## src/rtl/iphase_pkg.sv

```systemverilog
package iphase_pkg;

  typedef enum logic [2:0] {
    SRC_SAFE,
    SRC_WIDE,
    SRC_NARROW,
    SRC_CAL,
    SRC_EXT
  } phaseSrc_e;

  // Bit positions inside the timing nibble (instruction bits 31:28)
  localparam int MODE_BIT = 0;
  localparam int SEL_LO   = 1;
  localparam int SEL_HI   = 2;
  localparam int TOP_BIT  = 3;

  typedef struct packed {
    logic       wrWide;
    logic       wrNarrow;
    logic       wrCal;
    phaseSrc_e  src;
    logic [2:0] idx;
    logic       condEn;
    logic [1:0] condSel;
    logic       calCycle;
  } decStrobe_t;

endpackage

```

## src/rtl/iphase_table.sv

```systemverilog
module iphase_table #(
  parameter int DEPTH   = 8,
  parameter int PW      = 3,
  parameter int RST_VAL = 7,
  localparam int AW     = (DEPTH > 1) ? $clog2(DEPTH) : 1
) (
  input  logic          clk,
  input  logic          rstN,
  input  logic          we,
  input  logic [AW-1:0] wAddr,
  input  logic [PW-1:0] wData,
  input  logic [AW-1:0] rAddr,
  output logic [PW-1:0] rData
);

  logic [PW-1:0] entries [DEPTH];

  always_ff @(posedge clk or negedge rstN) begin
    if (!rstN) begin
      for (int i = 0; i < DEPTH; i++) entries[i] <= PW'(RST_VAL);
    end else if (we) begin
      entries[wAddr] <= wData;
    end
  end

  assign rData = entries[rAddr];

endmodule

```

## src/rtl/iphase_ctrl.sv

```systemverilog
module iphase_ctrl
  import iphase_pkg::*;
(
  input  logic       decValid,
  input  logic [3:0] decField,
  input  logic       calMode,
  input  logic       cfgWe,
  input  logic [1:0] cfgSel,
  output decStrobe_t strobe
);

  logic isCond;
  logic topBit;
  logic [1:0] selBits;

  assign isCond  = decField[MODE_BIT];
  assign topBit  = decField[TOP_BIT];
  assign selBits = decField[SEL_HI:SEL_LO];

  always_comb begin
    strobe          = '0;
    strobe.src      = SRC_SAFE;
    strobe.wrWide   = cfgWe && (cfgSel == 2'd0);
    strobe.wrNarrow = cfgWe && (cfgSel == 2'd1);
    strobe.wrCal    = cfgWe && (cfgSel == 2'd2);

    if (decValid) begin
      strobe.condEn  = isCond;
      strobe.condSel = isCond ? selBits : 2'd0;
      if (!calMode) begin
        if (isCond) begin
          strobe.src = SRC_NARROW;
          strobe.idx = {2'b00, topBit};
        end else begin
          strobe.src = SRC_WIDE;
          strobe.idx = {topBit, selBits};
        end
      end else if (topBit) begin
        strobe.calCycle = 1'b1;
        strobe.src      = isCond ? SRC_EXT : SRC_CAL;
        strobe.idx      = {1'b0, selBits};
      end
    end
  end

endmodule

```

## src/rtl/iphase_datapath.sv

```systemverilog
module iphase_datapath
  import iphase_pkg::*;
#(
  parameter int PW = 3,
  localparam int WIDE_N    = 8,
  localparam int NARROW_N  = 2,
  localparam int CAL_N     = 4,
  localparam int WIDE_AW   = $clog2(WIDE_N),
  localparam int NARROW_AW = $clog2(NARROW_N),
  localparam int CAL_AW    = $clog2(CAL_N),
  localparam int SAFE_CODE = (1 << PW) - 1
) (
  input  logic               clk,
  input  logic               rstN,
  input  decStrobe_t         strobe,
  input  logic [PW-1:0]      extPhase,
  input  logic               calPass,
  input  logic [WIDE_AW-1:0] cfgAddr,
  input  logic [PW-1:0]      cfgData,
  output logic [PW-1:0]      phaseCode,
  output logic               condEn,
  output logic [1:0]         condSel,
  output logic               calCycle,
  output logic [PW-1:0]      calMin
);

  logic [PW-1:0] wideRd, narrowRd, calRd, nextPhase;

  iphase_table #(.DEPTH(WIDE_N), .PW(PW), .RST_VAL(SAFE_CODE)) u_wide (
    .clk(clk), .rstN(rstN), .we(strobe.wrWide),
    .wAddr(cfgAddr), .wData(cfgData),
    .rAddr(strobe.idx[WIDE_AW-1:0]), .rData(wideRd)
  );

  iphase_table #(.DEPTH(NARROW_N), .PW(PW), .RST_VAL(SAFE_CODE)) u_narrow (
    .clk(clk), .rstN(rstN), .we(strobe.wrNarrow),
    .wAddr(cfgAddr[NARROW_AW-1:0]), .wData(cfgData),
    .rAddr(strobe.idx[NARROW_AW-1:0]), .rData(narrowRd)
  );

  iphase_table #(.DEPTH(CAL_N), .PW(PW), .RST_VAL(SAFE_CODE)) u_cal (
    .clk(clk), .rstN(rstN), .we(strobe.wrCal),
    .wAddr(cfgAddr[CAL_AW-1:0]), .wData(cfgData),
    .rAddr(strobe.idx[CAL_AW-1:0]), .rData(calRd)
  );

  always_comb begin
    unique case (strobe.src)
      SRC_WIDE:   nextPhase = wideRd;
      SRC_NARROW: nextPhase = narrowRd;
      SRC_CAL:    nextPhase = calRd;
      SRC_EXT:    nextPhase = extPhase;
      default:    nextPhase = PW'(SAFE_CODE);
    endcase
  end

  always_ff @(posedge clk or negedge rstN) begin
    if (!rstN) begin
      phaseCode <= PW'(SAFE_CODE);
      condEn    <= 1'b0;
      condSel   <= 2'd0;
      calCycle  <= 1'b0;
      calMin    <= PW'(SAFE_CODE);
    end else begin
      phaseCode <= nextPhase;
      condEn    <= strobe.condEn;
      condSel   <= strobe.condSel;
      calCycle  <= strobe.calCycle;
      if (calCycle && calPass && (phaseCode < calMin)) calMin <= phaseCode;
    end
  end

endmodule

```

## src/rtl/instr_phase_ctl.sv

```systemverilog
module instr_phase_ctl
  import iphase_pkg::*;
#(
  parameter int PW = 3
) (
  input  logic          clk,
  input  logic          rstN,
  input  logic          decValid,
  input  logic [3:0]    decField,
  input  logic          calMode,
  input  logic [PW-1:0] extPhase,
  input  logic          calPass,
  input  logic          cfgWe,
  input  logic [1:0]    cfgSel,
  input  logic [2:0]    cfgAddr,
  input  logic [PW-1:0] cfgData,
  output logic [PW-1:0] phaseCode,
  output logic          condEn,
  output logic [1:0]    condSel,
  output logic          calCycle,
  output logic [PW-1:0] calMin
);

  decStrobe_t strobe;

  iphase_ctrl u_ctrl (
    .decValid(decValid), .decField(decField), .calMode(calMode),
    .cfgWe(cfgWe), .cfgSel(cfgSel), .strobe(strobe)
  );

  iphase_datapath #(.PW(PW)) u_dp (
    .clk(clk), .rstN(rstN), .strobe(strobe),
    .extPhase(extPhase), .calPass(calPass),
    .cfgAddr(cfgAddr), .cfgData(cfgData),
    .phaseCode(phaseCode), .condEn(condEn), .condSel(condSel),
    .calCycle(calCycle), .calMin(calMin)
  );

endmodule

```

## config.mk

```make
export PLATFORM = sky130hd
export DESIGN_NAME = instr_phase_ctl
export DESIGN_NICKNAME = d
export VERILOG_FILES = /design/src/rtl/iphase_pkg.sv /design/src/rtl/iphase_table.sv /design/src/rtl/iphase_ctrl.sv /design/src/rtl/iphase_datapath.sv /design/src/rtl/instr_phase_ctl.sv
export SDC_FILE = /design/constraint.sdc
export NUM_CORES = 1
export LEC_CHECK = 0
export ABC_AREA = 0
export BUFFER_PORTS_ARGS = -buffer_cell sky130_fd_sc_hd__buf_2
export CORE_ASPECT_RATIO = 1.2
export CORE_MARGIN = 4
export CORE_UTILIZATION = 57
export DETAILED_ROUTE_END_ITERATION = 8
export GPL_TIMING_DRIVEN = 0
export PLACE_DENSITY = 0.87
export SYNTH_ARGS = -nofsm -noshare
export SYNTH_HDL_FRONTEND = slang
export SYNTH_SLANG_ARGS = --single-unit
```

## constraint.sdc

```tcl
create_clock -name clk -period 1.9 [get_ports clk]
set_input_delay 0.095 -clock clk [delete_from_list [all_inputs] [get_ports clk]]
set_output_delay 0.095 -clock clk [all_outputs]
set_load 0.05 [all_outputs]
```

Yosys cells after proc, flatten, opt, wreduce, memory -nomap -nowiden. Cells that the tools add are included.

Logic and storage cells: 77. Bits in registers: 52.

Equality and inequality tests: 6. Reductions and logical operators: 9. Bitwise gates (word level): 6. $lt $le $gt $ge: 10. Multiplexer cells: 27.

Operators by type and width (number): 3-bit 2-to-1 mux (11); 24-bit bitwise mux (1); 12-bit bitwise mux (1); 6-bit 2-to-1 mux (2); 3-bit one-hot mux with 4 select lines (1); 10-bit 2-to-1 mux (1); 3-bit binary-select mux with 3-bit select (1); 3-bit demux with 3-bit select (1); 4-bit greater-or-equal comparator, second input constant (2); 1-bit logical AND (8); 3-bit NOT with 4-bit output (2); 3-bit binary-select mux with 2-bit select (1); 6-bit bitwise mux (1); 3-bit demux with 2-bit select (1); 3-bit by 2-bit == test with 1-bit output, second input constant (2); 3-bit greater-or-equal comparator, second input constant (2); 2-bit NOT with 3-bit output (2); 5-bit 2-to-1 mux (1); 2-bit greater-or-equal comparator, second input constant (2); 4-bit by 1-bit less-than comparator with 1-bit output, second input constant (1); 1-bit NOT with 2-bit output (2); 3-bit demux with 1-bit select (1); 3-bit by 1-bit == test with 1-bit output, second input constant (1); 3-bit == test, second input constant (1); other kinds (8) (9).

Logic depth before layout (Yosys ltp).
Depth in word-level cells: 9. Depth in mapped cells: 8. Gate-level depth less buffers: 7.

Hierarchy. Synthesis repeated with hierarchy kept, for this count alone.

Cells, all modules: 173. Area total of the unflattened synthesis: 2661.3 µm².

Modules (own cells, without submodules): iphase_table at u_dp.u_wide (cells each 66, instances 1, area an instance 1188.6 µm², sequential area each 630.6 µm²); iphase_table at u_dp.u_cal (cells each 31, instances 1, area an instance 560.5 µm², sequential area each 315.3 µm²); iphase_datapath (cells each 35, instances 1, area an instance 479.2 µm², sequential area each 257.7 µm²); iphase_table at u_dp.u_narrow (cells each 17, instances 1, area an instance 290.3 µm², sequential area each 157.7 µm²); iphase_ctrl (cells each 24, instances 1, area an instance 142.6 µm², sequential area each 0.0 µm²).

Worst setup path before layout. OpenSTA, ideal clock, no wires.

Path type: register to register. Start: register u_dp.calMin[1]. End: register u_dp.calMin[1]. Data required time: 1818 ps. Clock period less this slack: 1811 ps. Cell stages (with the launch flop): 7. Setup slack: 89 ps. Arrival: 1729 ps. Cells stage by stage: dfstp_2 > inv_1 > ha_1 > a21boi_0 > o21ai_0 > nand4b_1 > mux2_2.

Word-level cells in the longest chain between the ends: 2.

RTL lines: start, declared (RTL line iphase_datapath.sv:24) `output logic [PW-1:0] calMin`; start signal, assigned (RTL line iphase_datapath.sv:63) `calMin <= PW'(SAFE_CODE);`; start signal, assigned (RTL line iphase_datapath.sv:69) `if (calCycle && calPass && (phaseCode < calMin)) calMin <= phaseCode;`; 3-bit less-than comparator (RTL line iphase_datapath.sv:69); 1-bit logical AND (RTL line iphase_datapath.sv:69).

Every way passes these cells. A chain may end at the register's enable or synchronous reset.

Final worst setup path. Ends and elaborated chain as after synthesis.

==> impl_metrics.yaml <==
detailed_routing:
  vias: 1631
  first_pass_iters: 4
  wl_per_cell_um: 16.6
  finalWirelength_um: 4720
  detail-route-antenna-nets: 0
  drc: 0
  vias_per_cell: 5.74
  drt_iter0_drc: 49
critical_path:
  cp_data_required_time_ns: 2.15
  critPathLaunchType: "flop"
  reg2reg_from: "u_dp.calMin[1]$_DFFE_PN1P_"
  reg2reg_slack_ns: 0.17
  cp_max_fo: 4
  rr_endpoint: "u_dp.calMin[1]$_DFFE_PN1P_"
  critPathKind: "flop to flop"
  crit_family: "flip-flops"
  end_kind: "flop"
  slowest_stage: "dfstp_2"
  cp.depth: 6
  r2r_cells: 6
  max_stage_delay_ns: 0.55
  path_cells: "inv_1 > ha_1 > a21boi_0 > o21ai_0 > nand4b_1 > mux2_2"
  cp_num_buf_inv: 1
  cp.arrival_ns: 1.97
sta:
  clock-skew-final_ns: 0.00654
  drv_slew: 0
  slew_headroom_pct: 28.2
  tightest_slew_ns: 1.08
  rsz0062_at_grt: "false"
  finalCritPeriodShare_pct: 91.0
  fmax_ghz: 0.579
  setup_violations: 0
  hold_violations: 4
  tns_ns: 0
  hold_ws_ns: -0.0195
  period_needed_ns: 1.73
floorplanning:
  die_area_um2: 5670
  boundaryPins: 31
  die_width_um: 69.4
  fp-row-count: 26
  start_util_pct: 59.6
  core_area_um2: 4330
  die_h_um: 81.7
logic_synthesis:
  syn_inst: 193
  yosysSeqAreaShare_pct: 52.8
  ys_seq_elements: 52
  synth_cell_types: 31
  synth.area.top_cells: "dfstp_2 49%, mux2_2 20%, mux4_2 4.4%, dfrtp_1 3.9%, nand2_1 3.3%"
  synth_top_area_cell: "dfstp_2"
  async_reset_ff_share_pct: 100
  yosys-top-cells-count: "48 x dfstp_2, 45 x mux2_2, 23 x nand2_1"
  synth_flop_cell: "dfstp_2"
  yosysMostFrequentCell: "dfstp_2"
  synth_nets: 216
  synth_top_area_share_pct: 48.9
  synth_enable_flop_cells: 0
  synthesis.area_um2: 2580
  syn-mean-instance-area_um2: 13.4
  yosysWarnings: 0
grt:
  overflow: 0
  grt_antenna_before_repair: 0
  grt_usage_pct: 18.4
  grt_max_degree: 53
  grt_pass1_wl_um: 8120
  grt_pass1_vias: 1668
clocking:
  worstSkewPairLatency_ns: 0.31
  cts_buffers: 5
  clock-root-buffer: "clkbuf_8"
  cts.htree.levels: 2
  post_cts_buffers: 0
  cts_resized: 0
  cts.clk_slew.worst_paths_ns: 0.09
  hold_buffers: 0
  cts_tree: "done"
  clk_path_buf_depth: 2
  cts.sinks: 52
placed_design:
  dp_hpwl_um: 3500
  dpl_cell_area_um2: 2790
  io_buffers: 27
  gp_congestion: 0.807
run_status:
  status: "complete, but fails checks"
  violations: "negative hold slack"
cells_and_area:
  fin_area_um2: 2880
  antenna_cells: 0
  drive_above_1_share_pct: 61.8
  nets: 250
  area.growth.synth_to_final_pct: 11.7
  final_util_pct: 66.6
pwr:
  p_comb_share_pct: 23.4
  p_sw_uw: 851
  power.share.clock_pct: 22.3
  power.density_nw_per_um2: 1030
  leakagePower_uw: 0.00123
  vdd_ir_drop_max_mv: 0.545
  p_int_uw: 2120
  switching_share_pct: 28.7
  p_seq_share_pct: 54.2
run:
  drv_cap: 0
hold_path:
  min_path_type: "input pin to asynchronous set/reset pin"
==> stage by stage <==
step / cells / worst slack, ns / total power, uW / hold slack (ns)
finish: 284 / 0.172 / 2970 / -0.0195
global route: 284 / 0.0604 / 3120 / 0.0266
CTS: 284 / 0.157 / 3000 / 0.0165
detailed placement: 276 / 0.0533 / 2330 / 0.350
global placement: 276 / 0.0614 / 2280 / 0.350
floorplan: 193 / 0.0887 / 2130 / -0.201
==> layout make-up <==
type / count / area (um2)
fillers: 323 / 1450
flip-flops and latches: 52 / 1360
multi-input cells: 124 / 1130
repair buffers: 27 / 135
clock buffers: 6 / 82.6
well taps: 56 / 70.1
plain buffers: 10 / 62.6
inverters: 7 / 26.3
clock inverters: 2 / 13.8
==> power by group through the flow <==
| stage | clock [uW] | combinational, uW | sequential (uW) |
|---|---|---|---|
| 3_3_place_gp | 0 | 675 | 1610 |
| 5_1_grt | 727 | 754 | 1640 |
| 3_5_place_dp | 0 | 704 | 1630 |
| 4_1_cts | 679 | 708 | 1610 |
| 6_report | 663 | 695 | 1610 |
| 2_1_floorplan | 0 | 393 | 1740 |
==> kinds of logic (layout without fill, tap and decap cells) <==
| logic type | count (synthesis) | count (layout) | synth area share [%] |
|---|---|---|---|
| AO/OA/AOI/OAI | 14 | 14 | 3.98 |
| adder cells (fa/ha/maj) | 2 | 2 | 0.970 |
| buffers and inverters | 17 | 52 | 3.44 |
| flip-flops | 52 | 52 | 52.8 |
| multiplexers | 57 | 57 | 28.6 |
| AND/OR/NAND/NOR | 51 | 51 | 10.2 |
==> worst max-delay path by stage <==
| stage | startpoint | to | slack (ns) |
|---|---|---|---|
| 4_1_cts | u_dp.calMin[1]$_DFFE_PN1P_ | u_dp.calMin[2]$_DFFE_PN1P_ | 0.16 |
| 3_3_place_gp | decField[3] | u_dp.phaseCode[2]$_DFF_PN1_ | 0.06 |
| 3_5_place_dp | decField[3] | u_dp.phaseCode[2]$_DFF_PN1_ | 0.05 |
| 2_1_floorplan | u_dp.calMin[1]$_DFFE_PN1P_ | u_dp.calMin[1]$_DFFE_PN1P_ | 0.09 |
| 5_1_grt | u_dp.calMin[1]$_DFFE_PN1P_ | u_dp.calMin[1]$_DFFE_PN1P_ | 0.06 |
| 6_report | u_dp.calMin[1]$_DFFE_PN1P_ | u_dp.calMin[1]$_DFFE_PN1P_ | 0.17 |
==> placed cells by master, fill, tap and decap left out, types with 4 or more instances in the layout <==
master,instances
mux2i_1,4
o21ai_0,4
nor3b_1,4
nor2_1,4
buf_2,29
inv_1,7
nand2_1,23
clkbuf_8,6
mux2_2,45
clkbuf_1,5
mux4_2,5
and3_1,7
dfstp_2,48
dfrtp_1,4
==> state kept, by name, indices dropped and copies added (netlist names) <==
name / count
u_dp.phaseCode: 3
u_dp.condEn: 1
u_dp.condSel: 2
u_dp.calCycle: 1
u_dp.u_cal.entries: 12
u_dp.u_narrow.entries: 6
u_dp.calMin: 3
u_dp.u_wide.entries: 24
==> per-layer routing <==
layer	track usage [%]	wire, um	part of all wire (%)
met5	0	0	0
met4	7.81	73	1.5
met3	3.43	247	5.2
met2	31.3	2260	48
met1	23.4	2130	45
Note: power is estimated with default switching activity, not from simulation.
